[config.mk]
export PLATFORM = sky130hd
export DESIGN_NAME = trig_pwm_timer
export DESIGN_NICKNAME = d
export VERILOG_FILES = /design/src/rtl/tpt_pkg.sv /design/src/rtl/tpt_trig_detect.sv /design/src/rtl/tpt_start_ctrl.sv /design/src/rtl/tpt_count_core.sv /design/src/rtl/tpt_flag_bank.sv /design/src/rtl/trig_pwm_timer.sv
export SDC_FILE = /design/constraint.sdc
export NUM_CORES = 1
export LEC_CHECK = 0
export CAP_MARGIN = 0
export CORE_MARGIN = 8
export CORE_UTILIZATION = 56
export CTS_CLUSTER_SIZE = 12
export DETAILED_ROUTE_END_ITERATION = 8
export GPL_TIMING_DRIVEN = 0
export PLACE_DENSITY = 0.86
export RECOVER_POWER = 50
export SETUP_SLACK_MARGIN = 0.15
export SLEW_MARGIN = 40
export SYNTH_ARGS = -nofsm -noshare
export SYNTH_HDL_FRONTEND = slang
export SYNTH_SLANG_ARGS = --single-unit
[constraint.sdc]
create_clock -name clk -period 11.1 [get_ports clk]
set_clock_uncertainty 0.1 [all_clocks]
set_input_delay 2.22 -clock clk [delete_from_list [all_inputs] [get_ports clk]]
set_output_delay 2.22 -clock clk [all_outputs]
set_load 0.005 [all_outputs]
[src/rtl/tpt_pkg.sv]
// Shared definitions for the triggered PWM timer.
// Assumes: trigger source codes are fixed by the configuration port encoding.
package tpt_pkg;
    typedef enum logic [1:0] {
        TRG_SW   = 2'b00,
        TRG_RISE = 2'b01,
        TRG_FALL = 2'b10,
        TRG_BOTH = 2'b11
    } trg_sel_e;

    localparam int NFLAG    = 3;
    localparam int FLG_TRIG = 0;
    localparam int FLG_ARR  = 1;
    localparam int FLG_CMP  = 2;
endpackage

[src/rtl/tpt_trig_detect.sv]
// Turns the external trigger level or a software start request into one
// trigger-event pulse. External edges pass a SYNC_STAGES synchronizer and an
// edge detector. Software requests pass a delay pipeline of equal length, so
// both paths start the counter on the same edge after sampling.
// Assumes: ext_trig is already glitch-filtered.
module tpt_trig_detect #(
    parameter int SYNC_STAGES = 2
) (
    input  logic       clk,
    input  logic       rst_n,
    input  logic       enable,
    input  logic [1:0] trig_sel,
    input  logic       ext_trig,
    input  logic       sw_req,
    output logic       trig_ev
);
    import tpt_pkg::*;

    localparam int SHW = SYNC_STAGES + 1;

    logic [SHW-1:0]         sync_q;
    logic [SYNC_STAGES-1:0] sw_q;
    logic                   cur_lvl;
    logic                   prev_lvl;
    logic                   ext_ev;
    trg_sel_e               sel;

    // Synchronizer plus one history stage for edge detection.
    always_ff @(posedge clk) begin
        if (!rst_n) sync_q <= '0;
        else        sync_q <= {sync_q[SHW-2:0], ext_trig};
    end

    // Software request delay pipeline, flushed while disabled.
    always_ff @(posedge clk) begin
        if (!rst_n || !enable) sw_q <= '0;
        else                   sw_q <= {sw_q[SYNC_STAGES-2:0], sw_req};
    end

    assign cur_lvl  = sync_q[SYNC_STAGES-1];
    assign prev_lvl = sync_q[SYNC_STAGES];
    assign sel      = trg_sel_e'(trig_sel);

    // Select the active edge kind and the software path.
    always_comb begin
        case (sel)
            TRG_RISE: ext_ev = cur_lvl & ~prev_lvl;
            TRG_FALL: ext_ev = ~cur_lvl & prev_lvl;
            TRG_BOTH: ext_ev = cur_lvl ^ prev_lvl;
            default:  ext_ev = 1'b0;
        endcase
        trig_ev = (sel == TRG_SW) ? sw_q[SYNC_STAGES-1] : ext_ev;
    end
endmodule

[src/rtl/tpt_start_ctrl.sv]
// Arming, mode and run-state control. A start request arms the timer and
// picks one-shot or continuous mode. A trigger then starts an idle counter,
// or restarts a running one when timeout is on. Set-once allows one start.
// Assumes: upd_ev only pulses while running.
module tpt_start_ctrl (
    input  logic clk,
    input  logic rst_n,
    input  logic enable,
    input  logic req_single,
    input  logic req_cont,
    input  logic trig_ev,
    input  logic timeout_en,
    input  logic set_once,
    input  logic upd_ev,
    output logic running,
    output logic cont_mode,
    output logic start_go,
    output logic retrig
);
    logic armed_q;
    logic fired_q;
    logic run_q;
    logic cont_q;
    logic blocked;
    logic accept_ok;

    assign blocked   = set_once & fired_q;
    assign accept_ok = enable & armed_q & trig_ev & ~blocked;
    assign start_go  = accept_ok & ~run_q;
    assign retrig    = accept_ok & run_q & timeout_en;
    assign running   = run_q;
    assign cont_mode = cont_q;

    // Track arming, mode, run state and the set-once lockout.
    always_ff @(posedge clk) begin
        if (!rst_n || !enable) begin
            armed_q <= 1'b0;
            fired_q <= 1'b0;
            run_q   <= 1'b0;
            cont_q  <= 1'b0;
        end else begin
            if (req_single) begin
                armed_q <= 1'b1;
                cont_q  <= 1'b0;
            end else if (req_cont) begin
                armed_q <= 1'b1;
                cont_q  <= 1'b1;
            end
            if (start_go)                run_q <= 1'b1;
            else if (upd_ev && !cont_q)  run_q <= 1'b0;
            if (start_go && set_once)    fired_q <= 1'b1;
        end
    end
endmodule

[src/rtl/tpt_count_core.sv]
// Up-counter with reload limit and compare threshold, including shadow
// registers for preloaded updates and the match events.
// Assumes: the limit is above the threshold while counting.
module tpt_count_core #(
    parameter int W = 16
) (
    input  logic         clk,
    input  logic         rst_n,
    input  logic         enable,
    input  logic         running,
    input  logic         cnt_en,
    input  logic         restart,
    input  logic         preload,
    input  logic         upd_gate,
    input  logic [W-1:0] arr_in,
    input  logic [W-1:0] cmp_in,
    output logic [W-1:0] count,
    output logic [W-1:0] arr_eff,
    output logic         ovf_ev,
    output logic         upd_ev,
    output logic         cmp_ev,
    output logic         active
);
    logic [W-1:0] cnt_q;
    logic [W-1:0] arr_sh;
    logic [W-1:0] cmp_sh;
    logic [W-1:0] cmp_eff;
    logic         step;

    assign arr_eff = preload ? arr_sh : arr_in;
    assign cmp_eff = preload ? cmp_sh : cmp_in;
    assign step    = running & cnt_en & ~restart;
    assign ovf_ev  = step & (cnt_q == arr_eff);
    assign upd_ev  = ovf_ev & upd_gate;
    assign cmp_ev  = step & (cnt_q == cmp_eff);
    assign active  = cnt_q > cmp_eff;
    assign count   = cnt_q;

    // Shadow registers follow the inputs while idle and load at update events.
    always_ff @(posedge clk) begin
        if (!rst_n) begin
            arr_sh <= '0;
            cmp_sh <= '0;
        end else if (!running || upd_ev) begin
            arr_sh <= arr_in;
            cmp_sh <= cmp_in;
        end
    end

    // Main counter: cleared on disable, restart or overflow, else steps.
    always_ff @(posedge clk) begin
        if (!rst_n || !enable) cnt_q <= '0;
        else if (restart)      cnt_q <= '0;
        else if (ovf_ev)       cnt_q <= '0;
        else if (step)         cnt_q <= cnt_q + 1'b1;
    end
endmodule

[src/rtl/tpt_flag_bank.sv]
// Bank of sticky status flags. Set has priority over a same-cycle clear.
// Assumes: set and clear are single-cycle pulses in the clk domain.
module tpt_flag_bank #(
    parameter int N = 3
) (
    input  logic         clk,
    input  logic         rst_n,
    input  logic [N-1:0] set_i,
    input  logic [N-1:0] clr_i,
    output logic [N-1:0] flags
);
    for (genvar g = 0; g < N; g++) begin : g_flag
        // Hold flag g until its clear pulse; a set overrides the clear.
        always_ff @(posedge clk) begin
            if (!rst_n)        flags[g] <= 1'b0;
            else if (set_i[g]) flags[g] <= 1'b1;
            else if (clr_i[g]) flags[g] <= 1'b0;
        end
    end
endmodule

[src/rtl/trig_pwm_timer.sv]
// Top of the triggered PWM timer: trigger detection, start control, counter
// core, sticky flags and waveform output with the set-once latch.
// Assumes: trigger and count-enable inputs are clean and synchronous.
module trig_pwm_timer #(
    parameter int W           = 16,
    parameter int SYNC_STAGES = 2
) (
    input  logic         clk,
    input  logic         rst_n,
    input  logic         enable,
    input  logic [1:0]   trig_sel,
    input  logic         start_single,
    input  logic         start_cont,
    input  logic         ext_trig,
    input  logic         cnt_en,
    input  logic         timeout_en,
    input  logic         set_once,
    input  logic         polarity,
    input  logic         preload,
    input  logic         upd_gate,
    input  logic [W-1:0] arr_val,
    input  logic [W-1:0] cmp_val,
    input  logic         clr_cmp,
    input  logic         clr_arr,
    input  logic         clr_trig,
    output logic         wave_out,
    output logic [W-1:0] count,
    output logic         running,
    output logic         upd_evt,
    output logic         flag_cmp,
    output logic         flag_arr,
    output logic         flag_trig
);
    import tpt_pkg::*;

    logic             req_single;
    logic             req_cont;
    logic             trig_ev;
    logic             start_go;
    logic             retrig;
    logic             cont_mode;
    logic             ovf_ev;
    logic             cmp_ev;
    logic             active;
    logic             so_latch;
    logic [W-1:0]     arr_eff;
    logic [NFLAG-1:0] flag_set;
    logic [NFLAG-1:0] flag_clr;
    logic [NFLAG-1:0] flag_q;

    assign req_single = enable & start_single;
    assign req_cont   = enable & start_cont;

    tpt_trig_detect #(.SYNC_STAGES(SYNC_STAGES)) u_trig (
        .clk      (clk),
        .rst_n    (rst_n),
        .enable   (enable),
        .trig_sel (trig_sel),
        .ext_trig (ext_trig),
        .sw_req   (req_single | req_cont),
        .trig_ev  (trig_ev)
    );

    tpt_start_ctrl u_ctrl (
        .clk        (clk),
        .rst_n      (rst_n),
        .enable     (enable),
        .req_single (req_single),
        .req_cont   (req_cont),
        .trig_ev    (trig_ev),
        .timeout_en (timeout_en),
        .set_once   (set_once),
        .upd_ev     (upd_evt),
        .running    (running),
        .cont_mode  (cont_mode),
        .start_go   (start_go),
        .retrig     (retrig)
    );

    tpt_count_core #(.W(W)) u_core (
        .clk      (clk),
        .rst_n    (rst_n),
        .enable   (enable),
        .running  (running),
        .cnt_en   (cnt_en),
        .restart  (start_go | retrig),
        .preload  (preload),
        .upd_gate (upd_gate),
        .arr_in   (arr_val),
        .cmp_in   (cmp_val),
        .count    (count),
        .arr_eff  (arr_eff),
        .ovf_ev   (ovf_ev),
        .upd_ev   (upd_evt),
        .cmp_ev   (cmp_ev),
        .active   (active)
    );

    assign flag_set[FLG_TRIG] = start_go | retrig;
    assign flag_set[FLG_ARR]  = ovf_ev;
    assign flag_set[FLG_CMP]  = cmp_ev;
    assign flag_clr[FLG_TRIG] = clr_trig;
    assign flag_clr[FLG_ARR]  = clr_arr;
    assign flag_clr[FLG_CMP]  = clr_cmp;

    tpt_flag_bank #(.N(NFLAG)) u_flags (
        .clk   (clk),
        .rst_n (rst_n),
        .set_i (flag_set),
        .clr_i (flag_clr),
        .flags (flag_q)
    );

    assign flag_trig = flag_q[FLG_TRIG];
    assign flag_arr  = flag_q[FLG_ARR];
    assign flag_cmp  = flag_q[FLG_CMP];

    // Set-once latch: remembers that the output has gone active.
    always_ff @(posedge clk) begin
        if (!rst_n || !enable || !set_once) so_latch <= 1'b0;
        else if (active)                    so_latch <= 1'b1;
    end

    assign wave_out = (active | (set_once & so_latch)) ^ polarity;
endmodule

# Word level (Yosys, flattened, before mapping)
# Index checks and enable logic that the tools add are counted.
# word_totals
register_bits,61
inputBits,49
out_inout_bits,22
wordCells,79
# classes
n_addsub,1
magnitude_cmp,1
n_eq_ne,5
muxes,14
bitwise_logic,27
n_reduce_logical,18
# ops
cell,count
$eq 16x16->1,2
$mux 16,2
$and 1x1->1,17
$add 16x1->16 const B,1
$gt 16x16->1,1
$mux 1,11
$reduce_bool 2->1,5
$logic_not 1->1,5
$not 1->1,5
$eq 2x2->1 const B,2
$logic_or 1x1->1,3
$or 1x1->1,3
$pmux 1 s3,1
$reduce_or 3->1,1
$eq 2x1->1 const B,1
$logic_and 1x1->1,2
$logic_not 2->1,1
$reduce_or 2->1,1
$xor 1x1->1,2

# Logic depth before layout (Yosys ltp)
# Gate-level depths: netlist of run 1.
# logic_depth
word_depth,16
depth_mapped,11
mapped_depth_nobuf,8

# Hierarchy
# From an unflattened synthesis of run 1, not the netlist that was laid out.
# unflattened
cells_unflattened,471
area_unflattened_um2,4301.6
# by_module_without_submodules
module,instances,cells_per_inst,area_per_inst_um2
tpt_count_core,1,417,3747.3
tpt_trig_detect,1,16,190.2
tpt_start_ctrl,1,21,165.2
tpt_flag_bank,1,9,123.9
trig_pwm_timer,1,8,75.1

# Worst setup path after synthesis of run 1
# No wires, ideal clock.
# synth_timing
path_kind,input to output
from,in preload
to,out wave_out
arrival_time_ns,4.658
slack_ns,4.122
path_stages,11
n_path_buf,3
path_cell_list,buf_6 > buf_2 > buf_1 > mux2i_1 > ha_1 > a21o_1 > a21o_1 > a21oi_1 > o21ai_0 > a311o_1 > a211oi_1
# synth_via
elab_chain_cells,4
# synth_lines
item,line_no,source
"start, declared",trig_pwm_timer.sv:19,"input logic preload,"
$mux 16,tpt_count_core.sv:31,assign cmp_eff = preload ? cmp_sh : cmp_in;
$gt 16x16->1,tpt_count_core.sv:36,assign active = cnt_q > cmp_eff;
$or 1x1->1,trig_pwm_timer.sv:124,assign wave_out = (active | (set_once & so_latch)) ^ polarity;
$xor 1x1->1,trig_pwm_timer.sv:124,
"end, declared",trig_pwm_timer.sv:26,"output logic wave_out,"
# No other way between the ends.

# Final worst setup path of run 1
# Ends and elaborated chain as after synthesis.

==> results of run 1 <==
[power breakdown]
group	leakage (nW)	switching (mW)	internal [mW]
registers	0.501	0.00373	0.226
clock network	0.101	0.0881	0.114
logic	1.23	0.0304	0.0337
total	1.84	0.122	0.374
[metal layers]
| layer | share of wire | wire length (µm) |
|---|---|---|
| met5 | 0 | 0 |
| met4 | 0.032 | 308 |
| met3 | 0.070 | 663 |
| met2 | 0.47 | 4470 |
| met1 | 0.43 | 4070 |
[synth_stat cells, types with 3 or more instances]
master     n  area share
a211oi_1   3      0.0065
a21o_1     7       0.015
a21oi_1    9       0.013
and2_1     8       0.014
and3_1     5      0.0090
buf_8      4       0.017
clkbuf_1  10       0.011
dfxtp_1   61        0.35
ha_1      19       0.068
inv_1     10       0.011
mux2i_1   64        0.18
nand2_1   74       0.080
nand3_1    4      0.0058
nand4_1   15       0.027
nor2_1    27       0.029
nor2b_1    5      0.0090
nor3_1     3      0.0043
o21ai_0    4      0.0058
xnor2_1   16       0.040
xor2_1    13       0.033
[flip-flops by register name (all words and copies together) (netlist names)]
name	cells
u_core.arr_sh	16
u_flags.flags	3
u_trig.sync_q	3
u_ctrl.cont_mode	1
so_latch	1
u_ctrl.armed_q	1
u_core.cmp_sh	16
u_ctrl.running	1
u_ctrl.fired_q	1
u_core.count	16
u_trig.sw_q	2
[placed cells by master, fill, tap and decap left out, types with 11 or more instances in the layout]
master	count
clkdlybuf4s50_1	46
xnor2_1	16
nor2_1	27
mux2i_1	64
dlygate4sd3_1	22
xor2_1	13
ha_1	19
clkbuf_1	13
nand4_1	15
nand2_1	74
dfxtp_1	61
clkbuf_8	11
[metrics by stage]
| step | instances | hold slack (ns) | power [mW] | util |
|---|---|---|---|---|
| 6_report | 545 | 0.344 | 0.496 | 0.743 |
| 3_5_place_dp | 530 | 0.342 | 0.298 | 0.714 |
| 4_1_cts | 545 | 0.351 | 0.498 | 0.747 |
| 2_1_floorplan | 387 | 0.312 | 0.269 | - |
| 3_3_place_gp | 530 | 0.326 | 0.295 | 0.714 |
| 5_1_grt | 545 | 0.356 | 0.513 | 0.743 |
[cell families (layout without fill, tap and decap cells)]
logic type,Yosys count,in the layout,synth area share
XOR/XNOR,29,29,0.0731
buffers and inverters,29,112,0.0493
AND/OR/NAND/NOR,148,148,0.194
adder cells (fa/ha/maj),19,19,0.0684
AO/OA/AOI/OAI,35,35,0.0698
flip-flops,61,61,0.351
multiplexers,66,66,0.194
[worst max-delay path, delay by kind of cell]
| kind | cells | cell delay, ns |
|---|---|---|
| buf+inv | 4 | 1.63 |
| mux | 1 | 0.28 |
| fa+ha+maj | 1 | 0.27 |
| compound gates | 6 | 1.26 |
[area by class of cell]
class	count	area, µm²
multi-input combinational	297	2080
fill	449	1530
sequential	61	1220
timing repair buffer	68	681
clock buffer	11	151
buffer	19	115
tap	75	93.8
clock inverter	4	47.5
inverter	10	37.5
[final timing paths]
kind | cells after the start | to
max reg2reg | 10 | u_core.cmp_sh[12]
min reg2reg | 1 | u_trig.sync_q[1]
min | 1 | u_trig.sync_q[1]
max | 12 | wave_out
==> summary.md, run 1 <==
The flow ran to the end, and the final reports show no timing, DRC or antenna violations. The worst path meets setup with 3.10 ns of slack. The finished cells cover 4420 µm². For the first-pass GRT wire length, the log shows 15200 µm. The post-CTS clock slew at the launch and capture registers of the worst setup and hold paths was 0.06 ns; the synthesis-stage register bit count was 61. The Yosys step of the flow raised 0 warnings.

The routed layout has 3104 vias. The gate count after technology mapping was 387. Final worst-path cycle share: 0.721. The initial antenna violation count is 0. The H-tree was split into 3 levels. The final layout contains routed wiring with a total length of 9510 µm. The worst-case IR drop observed on VDD is 0.0894 mV. The total iterations of the first detailed-routing run came out at 5. The number of I/O port buffers was 68. The logs give 0.378 for the relative max-transition margin and 7040 µm for the placed wire-length estimate.

The number of gates resized after CTS was 0. Global routing finished with a remaining overflow of 0. The cts-stage hold buffer count was 0. Buffers inserted during clock tree synthesis total 9. Setup repair after global routing left no endpoint under its margin. The tool flagged a number of max-cap violations equal to 0. Flop-to-flop setup slack: 7.51 ns. The routed design could run at a clock period as short as 8.00 ns. The tools report the final layout net count as 534. In this run the count of I/O pins placed on the die edge is 71. In this run the worst path has a maximum fanout of 10. The tools report the number of violations reported at the end of detailed-routing iteration 0 as 245. The delay of the slowest critical-path stage was 0.65 ns; the sum of negative setup slack was 0 ns. The logs give 0.584 for the effective utilization at floorplan and 5.68 ns for the arrival time reported for the critical path endpoint. The run gives 0.257 as the met1 usage in global routing.

The worst setup path is captured at an output port. In this run, distinct cell masters in the synthesized netlist total 42. STA puts the critical path data required time at 8.78 ns.

The die extent in y was 94.8 µm. The worst hold path begins at u_trig.sync_q[0]. The synthesized design contains 0 enable-type register cells. The layer flagged by global routing as most heavily used is met2.

The class of the most critical setup path was primary input to output port. For the count of final hold-check violations, the log shows 0. Traced cell by cell, the critical path runs through buf_6, buf_2, clkbuf_1, mux2i_1, ha_1, a21o_1, a21o_1, a21oi_1, o21ai_0, a311o_1, a211oi_1, clkdlybuf4s50_1. The chip width is 94.8 µm, and the async set-or-reset flop fraction in the synthesized netlist is 0. Beginning of the worst register-to-register path: u_trig.sync_q[1]. The detail route stage leaves a number of antenna-violating nets equal to 0.

The fraction of final layout cells sized beyond drive strength 1 was 0.0511. Entering global routing, the biggest net connects 11 pins. The total count of max-transition violations in the final report was 0; the slew of the pin with the lowest slew margin was 0.928 ns. Dividing the detail-routed via count by the number of cells gives 5.70. For this design the ratio of total power to cell area is 112 nW/µm². Once placement finished, the instance area stood at 4250 µm². Routability-driven placement finished with a final weighted congestion of 0.870. After detailed routing, the number of remaining DRC violations is 0.

The total routing usage reported by global routing was 0.218. The met3 track demand over resource came out at 0.0563. The tools report the startpoint type of the worst setup path as a primary input. The worst hold path belongs to the class flip-flop to flip-flop. On the critical path, the stage with the largest delay is an instance of clkbuf_1. TritonCTS built the clock tree. The clock passes through at most 2 buffers. Timing would allow up to 125 MHz. Dividing the detail-routed wire length by the instance count gives 17.4 µm. The logs give 3480 µm² for the post-synth design cell area and 28 for the row count. The layout-stage area growth over the synthesis result was 27.3%. The part of the Yosys area used for sequential elements was 0.351; the net count after synthesis was 455. The number of antenna diodes in the final layout is 0. The die covers 8980 µm². The tools report the via count of the first global-routing pass as 3153.

The origin of the worst setup path was preload. A synthesized cell averages 8.98 µm². For the setup slack after placement, the log shows 3.13 ns. Among the stages of the critical path, the cell type that occurs most often is a21o_1. CTS saw 61 sinks.

The run gives 1.84 nW as the leakage dissipation. The met2 layer usage reported by global route was 0.357; the worst-skew pair later-pin latency was 0.34 ns. In this run the post-CTS setup repair buffer count came out at 0. Setup violations remaining at the end of the flow were counted as 0.

The total area inside the core boundary comes to 5960 µm². The cell sitting at the root of the clock tree is a clkbuf_8. Among all flip-flop cells after synthesis, the most frequent one is dfxtp_1.
No activity file was read; power rests on OpenSTA's default activity.
==> run 2, diff against run 1 <==
Settings changed: CORE_UTILIZATION 56 to 52, PLACE_DENSITY 0.86 to 0.81.
Clock period 11.1 ns to 7.8 ns, I/O delays scaled along.
==> run 2 against run 1 <==
- wire length fell by 5.3%
- critical path type unchanged
- utilization fell by 5.9 points
- first-iteration DRC count fell by 38%
- sequential power rose by 42%
- setup slack got worse by 1.9 ns
- die area rose by 6.4%
==> summary.md, run 2 (synthesized netlist as in run 1, its figures left out) <==
The run finished with clean final reports. The first global-routing pass estimated 14700 µm of wire. Tracing the worst setup path back leads to its startpoint at preload.

The filler cells instantiated in the layout total 517. The logs give 6830 µm for the placed wire-length estimate and 6420 µm² for the core footprint. The row count was 29; the final critical delay including setup and external delays was 6.62 ns. Traced cell by cell, the critical path runs through buf_6, buf_2, clkbuf_1, mux2i_1, ha_1, a21o_1, a21o_1, a21oi_1, o21ai_0, a311o_1, a211oi_1, clkdlybuf4s50_1. The worst reg2reg path depth was 9; the max capacitance violation total was 0. Startpoint of the lowest-slack hold path: u_trig.sync_q[0]. The count of final hold-check violations was 0.

The routed design has 9010 µm of wire. In the final timing run, aggregate negative setup slack is 0 ns. The number of buffers created by CTS was 9; the via count of the first global-routing pass was 3132.

For the top achievable clock speed, the log shows 151 MHz. The critical path runs through a total of 12 cells. TritonCTS built the clock tree. The detail route stage leaves a number of antenna-violating nets equal to 0.

The setup slack of the critical path after layout is 1.18 ns, and the relative max-transition margin is 0.390. The run gives 2 as the maximum count of clock buffers along a single path. The min-delay analysis places its worst path in the category flip-flop to flip-flop. The post-CTS clock slew at the launch and capture registers of the worst setup and hold paths is 0.07 ns. The final worst-path cycle share is 0.849, and the DRC violation count after routing is 0. The combined area of the multi-input logic cells came out at 2080 µm².

The most common cell after layout, fill and taps aside was nand2_1. The slew of the pin with the lowest slew margin came out at 0.905 ns. The leakage dissipation is 1.82 nW, and the worst supply voltage drop on vdd is 0.107 mV.

Counting both buffers and inverters, the worst setup path holds a total of 4. The run gives 3052 as the total via count after detailed routing. Library cell contributing the largest single delay on the critical path: clkbuf_1. In this run the worst path has a maximum fanout of 10.

Dividing the detail-routed via count by the number of cells gives 5.58. The total routing usage reported by global routing is 0.188. The kind of capture point of the worst setup path is an output port.

On the critical path the largest part of the delay comes from buffers and inverters. The tightest hold path in the finished design has a slack of 0.338 ns. The effective utilization at floorplan is 0.541, and the number of antenna diodes is 0.

For this run, the detailed router's first-pass iteration total came to 4. The fraction of final layout cells sized beyond drive strength 1 works out to 0.0447. The root buffer cell chosen for the clock tree is clkbuf_8. The beginning of the worst register-to-register path was u_trig.sync_q[1]. The initial antenna violation count is 0. In this design, the critical path's most frequently occurring cell is a21o_1. The first routing iteration left 151 violations. The later pin in the worst-skew pair is clocked with a latency of 0.34 ns. The post-detailed-route wirelength per cell was 16.5 µm; the cts-stage hold buffer count was 0. The run gives 11 as the maximum number of pins on one net before global-route repair. STA classifies the critical path startpoint as a primary input.

At the end of the flow, the number of nets in the layout was 534. The H-tree generated during clock tree synthesis spans 3 levels. The setup slack after placement came out at 1.17 ns. On the worst path, the slowest cell contributes a delay of 0.65 ns.

Class of the most critical setup path: primary input to output port. The die extent in y works out to 97.8 µm. In this run the horizontal extent of the chip is 97.8 µm.

The number of I/O port buffers is 68. The count of boundary I/O pins is 71. The logs give 61 for the count of clock tree sinks and 9560 µm² for the area of the die.

Buffers added to address setup during post-CTS repair amount to 0. The layout-stage area growth over the synthesis result came out at 26.4%. Dividing total power by cell area gives a power density of 154 nW/µm².

At the worst endpoint, the required time is 6.14 ns. In the layout the commonest cells are 74 x nand2_1, 64 x mux2i_1, 61 x dfxtp_1. Setup violations remaining at the end of the flow were counted as 0.

At the end of routability-driven placement, the weighted congestion stood at 0.859. Data arrives at the worst endpoint at 4.96 ns. The global route total overflow was 0. Summing all flip-flop and latch instances after layout gives 1220 µm².

The hold path depth is 1. The total of cells resized after clock tree synthesis came out at 0. Setup repair after global routing left no endpoint under its margin. The total count of max-transition violations in the final report was 0.
run 2: changes by cell type in the layout (fill, tap and decap cells not counted), sizes merged:
cell / previous run / this run
clkbuf: 24 / 28
buf: 6 / 5
bufinv: 1 / 0
clkdlybuf4s50: 46 / 47
clkinv: 2 / 1
clkinvlp: 1 / 0
dlygate4sd3: 22 / 21
run 2: final timing paths:
path                            to  slack [ns]
hold / removal    u_trig.sync_q[1]        0.34
setup / recovery          wave_out        1.18
hold reg to reg   u_trig.sync_q[1]        0.34
setup reg to reg  u_core.count[11]        4.26
run 2: cell type report:
cell class                 instances  share of cell area
buffer                            19              0.0236
clock buffer                      14              0.0393
clock inverter                     1             0.00114
inverter                          10             0.00854
multi-input combinational        297               0.473
sequential                        61               0.278
tap                               77              0.0219
timing repair buffer              68               0.155
run 2: per-layer routing:
| layer | wire [µm] | part of all wire | up-vias | global-route usage |
|---|---|---|---|---|
| met3 | 661 | 0.073 | 19 | 0.0589 |
| met5 | 0 | 0 | - | 0 |
| met4 | 209 | 0.023 | 0 | 0.0875 |
| met2 | 4280 | 0.48 | 95 | 0.310 |
| li1 | - | - | 1495 | - |
| met1 | 3850 | 0.43 | 1443 | 0.219 |
run 2: power by group:
group	internal (mW)	switching, mW	leakage (nW)
Sequential	0.322	0.00504	0.501
Combinational	0.0478	0.0421	1.23
Clock	0.139	0.119	0.0926
run 2: through the flow:
step / power [mW] / cell area (µm²) / util / std cells
global route: 0.703 / 4390 / 0.684 / 547
detailed placement: 0.424 / 4250 / 0.662 / 532
CTS: 0.682 / 4430 / 0.690 / 547
floorplan: 0.383 / 3480 / - / 387
finish: 0.676 / 4390 / 0.684 / 547
global placement: 0.421 / 4250 / 0.662 / 532
run 2: worst register-to-register path: cells and delay by family, from the launching register on:
kind	cells	cell delay, ns
AND/OR/NAND/NOR	2	0.27
multiplexers	1	0.48
AO/OA/AOI/OAI	2	1.53
buffers and inverters	3	0.44
adder cells (fa/ha/maj)	1	0.26
flip-flops	1	0.35
==> run 3, diff against run 2 <==
Clock period 7.8 ns to 6.1 ns, I/O delays scaled along.
==> run 3 against run 2 <==
- final area down 0.34%
- power up 28%
- sequential power up 28%
- combinational power up 27%
- largest power group unchanged
- wire length down 1.5%
- setup slack worse by 0.54 ns
- count of clock-buffer cells in the layout unchanged
- non-clock buffer count down 1
- first-iteration DRC count down 2.6%
==> summary.md, run 3 (synthesized netlist as in run 1, its figures left out) <==
In this run the tool buffered the top-level ports with 68 buffer cells. The floorplan step set the die height to 97.8 µm. The placed wire-length estimate was 6830 µm; the effective utilization at floorplan was 0.541.

The most common cell after layout, fill and taps aside is nand2_1. The register share of total power is 0.484. Hold is met by 0.338 ns. In this run, the number of DRC markers left after iteration 0 of detailed routing was 147.

In the routed design, unresolved DRC markers number 0. The total of cells resized after clock tree synthesis is 0. The total routing usage reported by global routing came out at 0.187. By startpoint and endpoint, the worst setup path is classified as primary input to output port.

In the layout the commonest cells are 74 x nand2_1, 64 x mux2i_1, 61 x dfxtp_1. The detailed router put a total of 3880 µm of wire on met1. The routed design uses 613 µm of met3 wire.

The slew of the pin with the lowest slew margin works out to 0.905 ns. The combinational share of power was 0.132; the remaining antenna violation count was 0. The path class of the tightest hold or removal check is flip-flop to flip-flop. The post-layout utilization of the core was 0.682; the maximum number of pins on one net before global-route repair was 20. In the routed layout, each cell is associated on average with a via count of 5.51. The smallest clock period supported by the final layout is computed as 5.46 ns.

The H-tree generated during clock tree synthesis spans 3 levels. After global routing the overflow that remains totals 0. Total via count after detailed routing: 3007. Via count of the first global-routing pass: 3117. The first detailed-routing pass ran for 4 iterations. The count of boundary I/O pins came out at 71.

Counting the buffers created by CTS gives 9. The sum of negative setup slack is 0 ns, and the leakage dissipation is 1.81 nW. The number of antenna diodes was 0. The count of final hold-check violations was 0; the worst supply voltage drop on vdd was 0.138 mV. The total count of max-transition violations in the final report came out at 0. The tool flagged a number of max-cap violations equal to 0.

STA puts the critical path data required time at 4.78 ns. The highest net fanout along the worst path works out to 19. The detailed router used layers up to and including met4. The post-CTS clock slew at the launch and capture registers of the worst setup and hold paths works out to 0.07 ns. Arrival time reported for the critical path endpoint: 4.14 ns. The flow ran to the end, and the final reports show no timing, DRC or antenna violations. The fraction of final layout cells sized beyond drive strength 1 came out at 0.0426. Setup violations remaining at the end of the flow were counted as 0.

Relative to the synthesized area, the layout overhead comes to 26.0%. For this design the ratio of total power to cell area is 197 nW/µm². The maximum count of clock buffers along a single path is 2. The kind of capture point of the worst setup path was an output port. Setup repair after global routing left no endpoint under its margin.

Cell chosen for the clock root: clkbuf_8. The detailed route wirelength on metal2 was 4110 µm. The overall routed net length is 8870 µm. The run gives 0.394 as the relative max-transition margin. The total area inside the core boundary comes to 6420 µm². Worst-skew pair later-pin latency: 0.34 ns. STA classifies the critical path startpoint as a primary input. In the final design database the tool counted 533 nets. Final worst-path cycle share: 0.896. The clock group share of total power is 0.383. The row count was 29; the switching fraction of total power was 0.246. The congestion estimate from routability-driven global placement came to 0.859. The first global-routing pass estimated 14500 µm of wire. Count of clock tree sinks: 61.

For the initial antenna violation count, the log shows 0. For the top achievable clock speed, the log shows 183 MHz. The chip width came out at 97.8 µm.

TritonCTS built the clock tree. The post-detailed-route wirelength per cell was 16.2 µm. In this run the power spent charging and discharging nets is 0.213 mW.

For the area of the die, the log shows 9560 µm². Internal power comes to 0.651 mW.
==> run 3: changes by cell type in the layout (fill, tap and decap cells not counted) <==
cell	delta
o21ai_1	+1
o21ai_0	-1
buf_8	-1
==> run 3: layer usage <==
metal / global-route usage / vias to the layer above
met4: 0.0899 / 0
met5: 0 / -
met2: 0.303 / 96
met3: 0.0596 / 25
met1: 0.218 / 1391
li1: - / 1495
==> run 3: worst paths after layout <==
kind / from / end / slack [ns] / depth (start not counted)
worst max-delay path: preload / wave_out / 0.64 / 11
worst min-delay path: u_trig.sync_q[0] / u_trig.sync_q[1] / 0.34 / 1
worst max register to register: u_trig.sync_q[1] / u_core.cmp_sh[8] / 2.62 / 10
worst min register to register: u_trig.sync_q[0] / u_trig.sync_q[1] / 0.34 / 1
==> run 3: critical path: stages <==
cell and delay [ns]:
buf_6 0.10, buf_2 0.51, mux2i_1 0.26, ha_1 0.26, a21o_1 0.19, a21o_1 0.18
a21oi_1 0.13, o21ai_0 0.15, a311o_1 0.37, a211oi_1 0.21, clkdlybuf4s50_1 0.55
==> run 3: repair_timing <==
item	CTS	global route
hold buffers	0	0
endpoints found under the setup margin	1	0
buffers inserted	0	0
==> run 3: stage by stage <==
stage,total power [mW],instance area (µm²),setup WS (ns),cells
floorplan,0.489,3480,1.12,387
global placement,0.538,4250,0.155,532
detailed placement,0.542,4250,0.154,532
CTS,0.871,4430,0.616,546
global route,0.898,4380,0.499,546
finish,0.864,4380,0.637,546
==> run 3: final cells by class <==
type | instances | area (µm²)
multi-input cells | 297 | 2080
fillers | 519 | 2040
flip-flops and latches | 61 | 1220
repair buffers | 68 | 681
clock buffers | 14 | 173
well taps | 77 | 96.3
plain buffers | 18 | 88.8
inverters | 10 | 37.5
clock inverters | 1 | 5.00
==> run 3: power by group through the flow <==
stage	sequential (mW)	combinational (mW)	clock [mW]
6_report	0.418	0.114	0.331
3_3_place_gp	0.426	0.112	0
2_1_floorplan	0.425	0.0639	0
3_5_place_dp	0.427	0.115	0
5_1_grt	0.420	0.125	0.353
4_1_cts	0.418	0.116	0.338
